===== config.mk =====
export PLATFORM = sky130hd
export DESIGN_NAME = prio_irq_top
export DESIGN_NICKNAME = d
export VERILOG_FILES = /design/src/rtl/prio_irq_pkg.sv /design/src/rtl/prio_irq_ctrl.sv /design/src/rtl/prio_irq_dp.sv /design/src/rtl/prio_irq_top.sv
export SDC_FILE = /design/constraint.sdc
export NUM_CORES = 1
export LEC_CHECK = 0
export BUFFER_PORTS_ARGS = -buffer_cell sky130_fd_sc_hd__buf_2
export CELL_PAD_IN_SITES_DETAIL_PLACEMENT = 1
export CELL_PAD_IN_SITES_GLOBAL_PLACEMENT = 2
export CORE_MARGIN = 3
export CORE_UTILIZATION = 32
export CTS_BUF_LIST = sky130_fd_sc_hd__clkbuf_16
export DETAILED_ROUTE_END_ITERATION = 6
export GPL_TIMING_DRIVEN = 1
export PLACE_DENSITY_LB_ADDON = 0.1
export REMOVE_ABC_BUFFERS = 1
export SLEW_MARGIN = 25
export SYNTH_ARGS = -nofsm -noshare
export SYNTH_HDL_FRONTEND = slang
export SYNTH_SLANG_ARGS = --single-unit

===== constraint.sdc =====
create_clock -name clk -period 3.7 [get_ports clk]
set_input_delay 0.37 -clock clk [delete_from_list [all_inputs] [get_ports clk]]
set_output_delay 0.37 -clock clk [all_outputs]
set_load 0.01 [all_outputs]

===== src/rtl/prio_irq_pkg.sv =====
`timescale 1ns/1ps
package prio_irq_pkg;
  localparam int LINES = 8;
  localparam int IDW = $clog2(LINES);
  localparam int OPW = 4;

  typedef logic [LINES-1:0] vec_t;
  typedef logic [IDW-1:0] line_t;
  typedef logic [IDW:0] prio_t;

  typedef enum logic [OPW-1:0] {
    OP_NOP          = 4'd0,
    OP_MASK         = 4'd1,
    OP_TRIG         = 4'd2,
    OP_MODE         = 4'd3,
    OP_EOI_TOP      = 4'd4,
    OP_EOI_TOP_ROT  = 4'd5,
    OP_EOI_LINE     = 4'd6,
    OP_EOI_LINE_ROT = 4'd7,
    OP_SET_LOWEST   = 4'd8
  } cmd_op_e;

  typedef struct packed {
    logic nestedCascade;
    logic specialMask;
    logic rotAutoEoi;
    logic autoEoi;
  } mode_t;

  typedef struct packed {
    logic  wrMask;
    logic  wrTrig;
    logic  eoiTop;
    logic  eoiLine;
    logic  rotAfterEoi;
    logic  setLowest;
    logic  ack;
    line_t ackLine;
    line_t cmdLine;
    vec_t  cmdVal;
  } strobe_t;

  // Rank of the best set bit, searching from base; LINES when empty.
  function automatic prio_t prio_of(input vec_t m, input line_t base);
    prio_t r;
    r = prio_t'(LINES);
    for (int k = LINES - 1; k >= 0; k--) begin
      if (m[line_t'(k) + base]) r = prio_t'(k);
    end
    return r;
  endfunction
endpackage


===== src/rtl/prio_irq_ctrl.sv =====
`timescale 1ns/1ps
module prio_irq_ctrl
  import prio_irq_pkg::*;
(
  input  logic            clk,
  input  logic            rstN,
  input  logic            cmdValid,
  input  logic [OPW-1:0]  cmdOp,
  input  vec_t            cmdData,
  input  logic            ackStrobe,
  input  line_t           ackLine,
  output strobe_t         stb,
  output mode_t           mode
);
  cmd_op_e op;
  assign op = cmd_op_e'(cmdOp);

  always_comb begin
    stb         = '0;
    stb.ack     = ackStrobe;
    stb.ackLine = ackLine;
    stb.cmdLine = cmdData[IDW-1:0];
    stb.cmdVal  = cmdData;
    if (cmdValid) begin
      case (op)
        OP_MASK:         stb.wrMask = 1'b1;
        OP_TRIG:         stb.wrTrig = 1'b1;
        OP_EOI_TOP:      stb.eoiTop = 1'b1;
        OP_EOI_TOP_ROT:  begin stb.eoiTop = 1'b1; stb.rotAfterEoi = 1'b1; end
        OP_EOI_LINE:     stb.eoiLine = 1'b1;
        OP_EOI_LINE_ROT: begin stb.eoiLine = 1'b1; stb.rotAfterEoi = 1'b1; end
        OP_SET_LOWEST:   stb.setLowest = 1'b1;
        default:         ;
      endcase
    end
  end

  always_ff @(posedge clk or negedge rstN) begin
    if (!rstN) begin
      mode <= '0;
    end else if (cmdValid && op == OP_MODE) begin
      mode.autoEoi       <= cmdData[0];
      mode.rotAutoEoi    <= cmdData[1];
      mode.specialMask   <= cmdData[2];
      mode.nestedCascade <= cmdData[3];
    end
  end
endmodule


===== src/rtl/prio_irq_dp.sv =====
`timescale 1ns/1ps
module prio_irq_dp
  import prio_irq_pkg::*;
#(
  parameter bit IS_MASTER    = 1'b1,
  parameter int CASCADE_LINE = 2
) (
  input  logic    clk,
  input  logic    rstN,
  input  vec_t    irqIn,
  input  strobe_t stb,
  input  mode_t   mode,
  output logic    grantValid,
  output line_t   grantLine,
  output vec_t    irr,
  output vec_t    isr,
  output vec_t    imr,
  output vec_t    trig,
  output line_t   base
);
  vec_t  lastLvl;
  vec_t  irrNext;
  vec_t  isrNext;
  line_t baseNext;
  vec_t  ackHit;
  vec_t  curMask;
  prio_t pendPrio;
  prio_t curPrio;
  prio_t topPrio;
  line_t topLine;
  logic  isrAny;

  // Arbitration, purely from registered state
  always_comb begin
    curMask = isr;
    if (mode.specialMask) curMask = curMask & ~imr;
    if (IS_MASTER && mode.nestedCascade) curMask[CASCADE_LINE] = 1'b0;
  end

  assign pendPrio   = prio_of(irr & ~imr, base);
  assign curPrio    = prio_of(curMask, base);
  assign grantValid = pendPrio < curPrio;
  assign grantLine  = pendPrio[IDW-1:0] + base;

  assign topPrio = prio_of(isr, base);
  assign isrAny  = !topPrio[IDW];
  assign topLine = topPrio[IDW-1:0] + base;

  assign ackHit = stb.ack ? (vec_t'(1) << stb.ackLine) : '0;

  // Per-line capture cells
  for (genvar g = 0; g < LINES; g++) begin : gCapture
    assign irrNext[g] = trig[g] ? irqIn[g]
                                : ((irr[g] | (irqIn[g] & ~lastLvl[g])) & ~ackHit[g]);
  end

  always_comb begin
    isrNext  = isr;
    baseNext = base;
    if (stb.ack) begin
      if (!mode.autoEoi) isrNext[stb.ackLine] = 1'b1;
      else if (mode.rotAutoEoi) baseNext = stb.ackLine + line_t'(1);
    end
    if (stb.eoiTop && isrAny) begin
      isrNext[topLine] = 1'b0;
      if (stb.rotAfterEoi) baseNext = topLine + line_t'(1);
    end
    if (stb.eoiLine) begin
      isrNext[stb.cmdLine] = 1'b0;
      if (stb.rotAfterEoi) baseNext = stb.cmdLine + line_t'(1);
    end
    if (stb.setLowest) baseNext = stb.cmdLine + line_t'(1);
  end

  always_ff @(posedge clk or negedge rstN) begin
    if (!rstN) begin
      irr     <= '0;
      isr     <= '0;
      imr     <= '0;
      trig    <= '0;
      base    <= '0;
      lastLvl <= '0;
    end else begin
      irr     <= irrNext;
      isr     <= isrNext;
      base    <= baseNext;
      lastLvl <= irqIn;
      if (stb.wrMask) imr  <= stb.cmdVal;
      if (stb.wrTrig) trig <= stb.cmdVal;
    end
  end
endmodule


===== src/rtl/prio_irq_top.sv =====
`timescale 1ns/1ps
module prio_irq_top
  import prio_irq_pkg::*;
#(
  parameter bit IS_MASTER    = 1'b1,
  parameter int CASCADE_LINE = 2
) (
  input  logic             clk,
  input  logic             rstN,
  input  logic [LINES-1:0] irqIn,
  input  logic             cmdValid,
  input  logic [OPW-1:0]   cmdOp,
  input  logic [LINES-1:0] cmdData,
  input  logic             ackStrobe,
  input  logic [IDW-1:0]   ackLine,
  output logic             intOut,
  output logic             grantValid,
  output logic [IDW-1:0]   grantLine,
  output logic [LINES-1:0] irrOut,
  output logic [LINES-1:0] isrOut,
  output logic [LINES-1:0] imrOut,
  output logic [LINES-1:0] trigOut,
  output logic [IDW-1:0]   baseOut
);
  strobe_t stb;
  mode_t   modeQ;

  prio_irq_ctrl ctrl_i (
    .clk(clk), .rstN(rstN), .cmdValid(cmdValid), .cmdOp(cmdOp),
    .cmdData(cmdData), .ackStrobe(ackStrobe), .ackLine(ackLine),
    .stb(stb), .mode(modeQ)
  );

  prio_irq_dp #(.IS_MASTER(IS_MASTER), .CASCADE_LINE(CASCADE_LINE)) dp_i (
    .clk(clk), .rstN(rstN), .irqIn(irqIn), .stb(stb), .mode(modeQ),
    .grantValid(grantValid), .grantLine(grantLine), .irr(irrOut),
    .isr(isrOut), .imr(imrOut), .trig(trigOut), .base(baseOut)
  );

  assign intOut = grantValid;
endmodule


==> results.md, run 1 <==
* Post-synth EDFFs at 0
* Main flop type after synthesis: dfrtp_1
* Cell Area, Synth at 0.00382 mm²
* Die Wd at 115 µm
* Share of layout cells above drive strength 1 at 0.432
* Mux share of post-synthesis cell area at 0.242
* Antenna Diode Count at 0
* First-pass GRT wire length at 19700 µm
* Pin count of the biggest net entering global routing at 48
* GR Util All Layers at 0.189
* Avg Cell Area, Syn at 9.93 µm²
* Synth Area in XOR/XNOR at 0.0183
* Clk_lat worst skew at 0.29 ns
* Critical path class: reg -> reg
* Post-synth top area cell: dfrtp_1
* Post-DP HPWL at 9450 µm
* Status: completed
* Area post-placement at 0.00446 mm²
* IO Port Bufs at 66
* Post-synth top cells: dfrtp_1, nand2_1, mux2_2
* Core area at 0.0116 mm²
* Routed wire per std cell at 19.8 µm
* Vias/cell at 5.45
* Vias in the first global route at 3577
* DIE AREA at 0.0133 mm²
* Residual DRC at 0
* H-tree Lvls at 2
* Distinct cells, synth at 56
* Die Ht at 115 µm
* DRT iter0 DRCs at 86
* Filler Cell Count at 1301
* DRT Pass-1 Iters at 4
* Crit path time final at 3.63 ns
* Vias at 3408
* Layout Skew at 0.00561 ns
* Synth warn at 0
* Met2 WL at 6220 µm
* GP Congestion at 0.817
* Clock sink count at 47
* CTS buffer count at 5
* Design area at 0.00500 mm²
* # setup viols final at 0
* CTS Buffer Depth at 2
* Total of max-cap violations at 0
* Gr ovfl total at 0
* Starting Density at 0.330
* Hold Crit Class: in -> async
* Rel. slew slack at 0.586
* Crit path max fanout at 7
* Placed insts at 608
* Non-filler cells, final at 625
* Sequential fraction of the synthesis area at 0.308
* Synth top area share at 0.308
* Async set or reset register ratio after synthesis at 1.00
* Site Rows at 39
* CP startpoint kind: register
* I/O pin count at 67
* Tcrit/Tclk final at 0.982
* Highest Clock Rate at 275 MHz
* Max Slew Vio Count at 0
* RSZ-0062 raised after global routing: true
* Final Hold Fails at 0
* Post-synthesis compound-gate area fraction at 0.141
* Simple-Gate Fraction of Synth Area at 0.187
* Root Buffer: clkbuf_16
* CP Data Arrival Time at 3.80 ns
* Worst-margin pin slew at 0.620 ns
* Nets at 526
* Top area cells in the synthesized netlist: dfrtp_1, mux4_2, mux2_2
* Clock slew at reported path FFs at 0.06 ns
* Syn Inst Count at 385
* Largest family of logic cells by synthesized area: multiplexers
* CTS tree: done
* Critical Path Sink Type: register
* Initial antenna violation count at 0
* Final wirelength at 12400 µm
* #FFs+latches synth at 47
* Count leader, synth: dfrtp_1
* Area growth from synthesis to layout at 30.8%
* Worst Path Required at 3.87 ns
* Adder-cell share of the synthesized area at 0.0596
* Post-route ant nets at 0
* M1 WL at 5800 µm
* Metal3 WL at 272 µm
* Top Metal Used: met4
[sequential cells by signal, indices dropped and copies added (netlist names)]
| signal | flops |
|---|---|
| ctrl_i.mode | 4 |
| dp_i.isr | 8 |
| dp_i.base | 3 |
| dp_i.lastLvl | 8 |
| dp_i.trig | 8 |
| dp_i.imr | 8 |
| dp_i.irr | 8 |
[stage by stage]
step / hold WS, ns / utilization / setup WS, ns / TNS, ns
final: 0.0877 / 0.432 / 0.0670 / 0
after floorplan: 0.0744 / - / -1.20 / -13.32
after detailed placement: 0.437 / 0.386 / -0.0968 / -0.591
after CTS: 0.127 / 0.412 / 0.00457 / 0
after global placement: 0.488 / 0.386 / 0.00882 / 0
after global routing: 0.138 / 0.432 / -0.0812 / -0.368
[placed cells by master, fill, tap and decap left out, types with 4 or more instances in the layout]
| master | Yosys | final |
|---|---|---|
| o21ai_0 | 15 | 12 |
| nor2b_1 | 20 | 16 |
| nand2_1 | 38 | 37 |
| nand2b_1 | 14 | 14 |
| nor3_1 | 6 | 5 |
| mux4_2 | 19 | 19 |
| clkbuf_16 | 0 | 6 |
| o22ai_1 | 9 | 9 |
| dfrtp_1 | 47 | 47 |
| ha_1 | 15 | 10 |
| mux2_2 | 29 | 28 |
| nor2b_2 | 0 | 4 |
| a31oi_1 | 7 | 7 |
| mux2i_1 | 16 | 11 |
| buf_6 | 2 | 6 |
| xnor2_1 | 7 | 4 |
| buf_2 | 3 | 65 |
| a22o_1 | 6 | 6 |
| nor2_1 | 25 | 24 |
| inv_1 | 21 | 21 |
| a21oi_1 | 11 | 8 |
| buf_4 | 2 | 29 |
| nand3_1 | 9 | 9 |
[layout make-up]
class	instances	area [µm²]	share of cell area
Timing Repair Buffer	104	698	0.140
Clock inverter	2	13.8	0.00275
Inverter	23	86.3	0.0173
Sequential cell	47	1180	0.235
Clock buffer	5	125	0.0250
Tap cell	143	179	0.0358
Multi-Input combinational cell	301	2720	0.544
[timing repair]
item | CTS | global route
gates resized for setup | 26 | 41
setup endpoints to repair | 12 | 13
pin swaps | 11 | 9
gates cloned | 0 | 1
setup buffers | 5 | 4
hold buffers | 0 | 0
[kinds of logic (layout without fill, tap and decap cells)]
family	count (synthesis)	after routing
AO/OA/AOI/OAI	78	78
adder cells (fa/ha/maj)	17	17
AND/OR/NAND/NOR	133	133
buffers and inverters	37	134
flip-flops	47	47
multiplexers	65	65
XOR/XNOR	8	8
[worst max-delay path, cell delays in order, from the launching register on]
cell      delay [ns]
dfrtp_1         0.40
inv_2           0.08
ha_4            0.30
mux4_2          0.55
mux2i_1         0.20
a221oi_2        0.08
o21bai_1        0.18
a221oi_2        0.08
ha_2            0.19
fa_2            0.39
and4_4          0.17
nor4_4          0.33
nand4_4         0.22
o31a_1          0.33
[path summary, 6_finish.rpt]
| check | startpoint | endpoint | slack [ns] | depth (start not counted) |
|---|---|---|---|---|
| worst max-delay path | dp_i.base[0]$_DFF_PN0_ | dp_i.isr[1]$_DFF_PN0_ | 0.07 | 13 |
| worst min-delay path | rstN | dp_i.isr[7]$_DFF_PN0_ | 0.09 | 1 |
| worst max register to register | dp_i.base[0]$_DFF_PN0_ | dp_i.isr[1]$_DFF_PN0_ | 0.07 | 13 |
| worst min register to register | ctrl_i.mode[1]$_DFFE_PN0P_ | ctrl_i.mode[1]$_DFFE_PN0P_ | 0.51 | 1 |
| max in group asynchronous | rstN | ctrl_i.mode[1]$_DFFE_PN0P_ | 3.18 | 1 |
| min in group clk | irqIn[4] | dp_i.lastLvl[4]$_DFF_PN0_ | 0.20 | 1 |
[routing by layer]
metal,up-vias,track usage
li1,1623,-
met2,55,0.329
met1,1722,0.259
met4,0,0.0352
met3,8,0.0184
met5,-,0
Power of run 1 is not shown: default switching activity piles up to over one toggle a cycle in this logic, so the estimate is an artifact.
==> inputs of run 2 (changes only) <==
--- a/config.mk
+++ b/config.mk
@@ -9,7 +9,7 @@
 export CELL_PAD_IN_SITES_DETAIL_PLACEMENT = 1
 export CELL_PAD_IN_SITES_GLOBAL_PLACEMENT = 2
 export CORE_MARGIN = 3
-export CORE_UTILIZATION = 32
+export CORE_UTILIZATION = 38
 export CTS_BUF_LIST = sky130_fd_sc_hd__clkbuf_16
 export DETAILED_ROUTE_END_ITERATION = 6
 export GPL_TIMING_DRIVEN = 1
==> constraint.sdc (replaced) <==
create_clock -name clk -period 4.2 [get_ports clk]
set_input_delay 0.42 -clock clk [delete_from_list [all_inputs] [get_ports clk]]
set_output_delay 0.42 -clock clk [all_outputs]
set_load 0.01 [all_outputs]
==> run 2 against run 1 <==
Sequential share of layout area rose by 2.7 points; utilization up 4.0 points; worst setup slack improved by 0.27 ns; global-route usage is 1.6 points higher; largest cell class unchanged.
==> results.md, run 2 (same netlist as run 1, synthesis figures left out) <==
* Design area at 0.00449 mm² (was 0.00500 mm²)
* Nets at 499 (was 526)
* Clock slew at reported path FFs at 0.07 ns (was 0.06 ns)
* Clock sink count at 47 (unchanged)
* Highest Clock Rate at 259 MHz (was 275 MHz)
* Max Slew Vio Count at 0 (unchanged)
* Pin count of the biggest net entering global routing at 48 (unchanged)
* Final Hold Fails at 0 (unchanged)
* Area post-placement at 0.00433 mm² (was 0.00446 mm²)
* Vias at 3306 (was 3408)
* Most frequent cells in the layout: buf_2, dfrtp_1, nand2_1 (unchanged)
* Tcrit/Tclk final at 0.921 (was 0.982)
* Fin util at 0.472 (was 0.432)
* Starting Density at 0.402 (was 0.330)
* H-tree Lvls at 2 (unchanged)
* Hold Crit Class: in -> async (unchanged)
* Worst hold margin at 0.122 ns (was 0.0877 ns)
* Placed insts at 577 (was 608)
* Vias in the first global route at 3441 (was 3577)
* Initial antenna violation count at 0 (unchanged)
* Status: completed (unchanged)
* Cell mode on critical path: nand2_1 (was a221oi_2)
* Cell count along the critical path at 14 (was 13)
* Final wirelength at 11300 µm (was 12400 µm)
* Rel. slew slack at 0.542 (was 0.586)
* Crit path max fanout at 9 (was 7)
* CTS buffer count at 5 (unchanged)
* Antenna Diode Count at 0 (unchanged)
* Crit path time final at 3.87 ns (was 3.63 ns)
* RSZ-0062 raised after global routing: false (was true)
* Gr ovfl total at 0 (unchanged)
* Critical path class: reg -> reg (unchanged)
* CP max stage delay at 0.49 ns (was 0.55 ns)
* Die Ht at 106 µm (was 115 µm)
* Residual DRC at 0 (unchanged)
* Worst Path Buf+Inv at 1 (unchanged)
* # setup viols final at 0 (unchanged)
* Die Wd at 106 µm (was 115 µm)
* CP startpoint kind: register (unchanged)
* Filler Cell Count at 1136 (was 1301)
* Worst-margin pin slew at 0.685 ns (was 0.620 ns)
* FF-to-FF path depth at 14 (was 13)
* Worst Path Required at 4.38 ns (was 3.87 ns)
* Post-DP HPWL at 8910 µm (was 9450 µm)
* Root Buffer: clkbuf_16 (unchanged)
* Post-route ant nets at 0 (unchanged)
* Non-filler cells, final at 585 (was 625)
* CP Data Arrival Time at 4.04 ns (was 3.80 ns)
* GP Congestion at 0.831 (was 0.817)
* Delay-heaviest family, CP: simple AND/OR/NAND/NOR gates (was adder cells)
* Routed wire per std cell at 19.3 µm (was 19.8 µm)
* Core area at 0.00950 mm² (was 0.0116 mm²)
* Slowest CP cell: fa_1 (was mux4_2)
* Leakage at 2.00 nW
* GR Util All Layers at 0.205 (was 0.189)
* Critical path, cell by cell: inv_2 -> ha_1 -> mux4_2 -> mux2_2 -> or2_1 -> nand2_1 -> o21ai_0 -> nand2_1 -> o31ai_1 -> fa_1 -> and4_4 -> nor4_2 -> nand4_4 -> o31a_1 (was inv_2 -> ha_4 -> mux4_2 -> mux2i_1 -> a221oi_2 -> o21bai_1 -> a221oi_2 -> ha_2 -> fa_2 -> and4_4 -> nor4_4 -> nand4_4 -> o31a_1)
* DIE AREA at 0.0113 mm² (was 0.0133 mm²)
* Share of layout cells above drive strength 1 at 0.318 (was 0.432)
* Maximum vdd drop at 684 µV
* CTS tree: done (unchanged)
* Hold-fix buffers at CTS at 0 (unchanged)
* Critical Path Sink Type: register (unchanged)
* IO Port Bufs at 66 (unchanged)
* Fin Setup TNS at 0 ns (unchanged)
* Total of max-cap violations at 0 (unchanged)
* First-pass GRT wire length at 18300 µm (was 19700 µm)
* Clk_lat worst skew at 0.29 ns (about the same)
* DRT Pass-1 Iters at 4 (unchanged)
* Layout Skew at 0.00967 ns (was 0.00561 ns)
* I/O pin count at 67 (unchanged)
* PwrDens at 997 mW/mm²
* CTS Buffer Depth at 2 (unchanged)
* Area growth from synthesis to layout at 17.5% (was 30.8%)
* Site Rows at 35 (was 39)
* Most common cell after layout, fill and taps aside: buf_2 (unchanged)
* DRT iter0 DRCs at 156 (was 86)
* Vias/cell at 5.65 (was 5.45)
==> run 2: timing repair <==
item                                    in CTS  in global routing
endpoints found under the setup margin       0                  6
setup buffers                                0                  0
gates resized for setup                      0                  2
==> run 2: layer usage <==
metal / vias to the layer above / wire [µm] / global-route usage
met5: - / 0 / 0
met4: 0 / 57 / 0.0333
met3: 4 / 346 / 0.0225
met2: 63 / 5670 / 0.356
met1: 1689 / 5210 / 0.282
li1: 1550 / - / -
==> run 2: layout make-up <==
cell class	instances	area (µm²)	area share
Clock buffer	5	125	0.0279
Clock inverter	3	27.5	0.00613
Inverter	23	86.3	0.0192
Multi-Input combinational cell	301	2500	0.556
Sequential cell	47	1180	0.262
Tap cell	129	161	0.0360
Timing Repair Buffer	77	415	0.0926
==> run 2: power breakdown <==
group,internal [mW],switching [mW],total (mW)
registers,0.569,0.201,0.771
logic,1.52,1.78,3.29
clock network,0.227,0.182,0.409
total,2.31,2.16,4.47
==> run 2: final timing paths <==
check                                           start                          to  slack (ns)
setup / recovery               dp_i.base[1]$_DFF_PN0_       dp_i.isr[1]$_DFF_PN0_        0.33
hold / removal                                   rstN       dp_i.isr[6]$_DFF_PN0_        0.12
setup reg to reg               dp_i.base[1]$_DFF_PN0_       dp_i.isr[1]$_DFF_PN0_        0.33
hold reg to reg            ctrl_i.mode[1]$_DFFE_PN0P_  ctrl_i.mode[1]$_DFFE_PN0P_        0.51
max in group asynchronous                        rstN     dp_i.imr[4]$_DFFE_PN0P_        3.66
min in group clk                             irqIn[0]   dp_i.lastLvl[0]$_DFF_PN0_        0.25
==> run 2: metrics by stage <==
step | power, mW | worst slack [ns]
after global routing | 4.86 | 0.0324
after floorplan | 3.02 | -0.701
after detailed placement | 4.05 | 0.252
final | 4.47 | 0.334
after CTS | 4.48 | 0.210
after global placement | 3.96 | 0.370
Note: power is estimated with default switching activity, not from simulation.
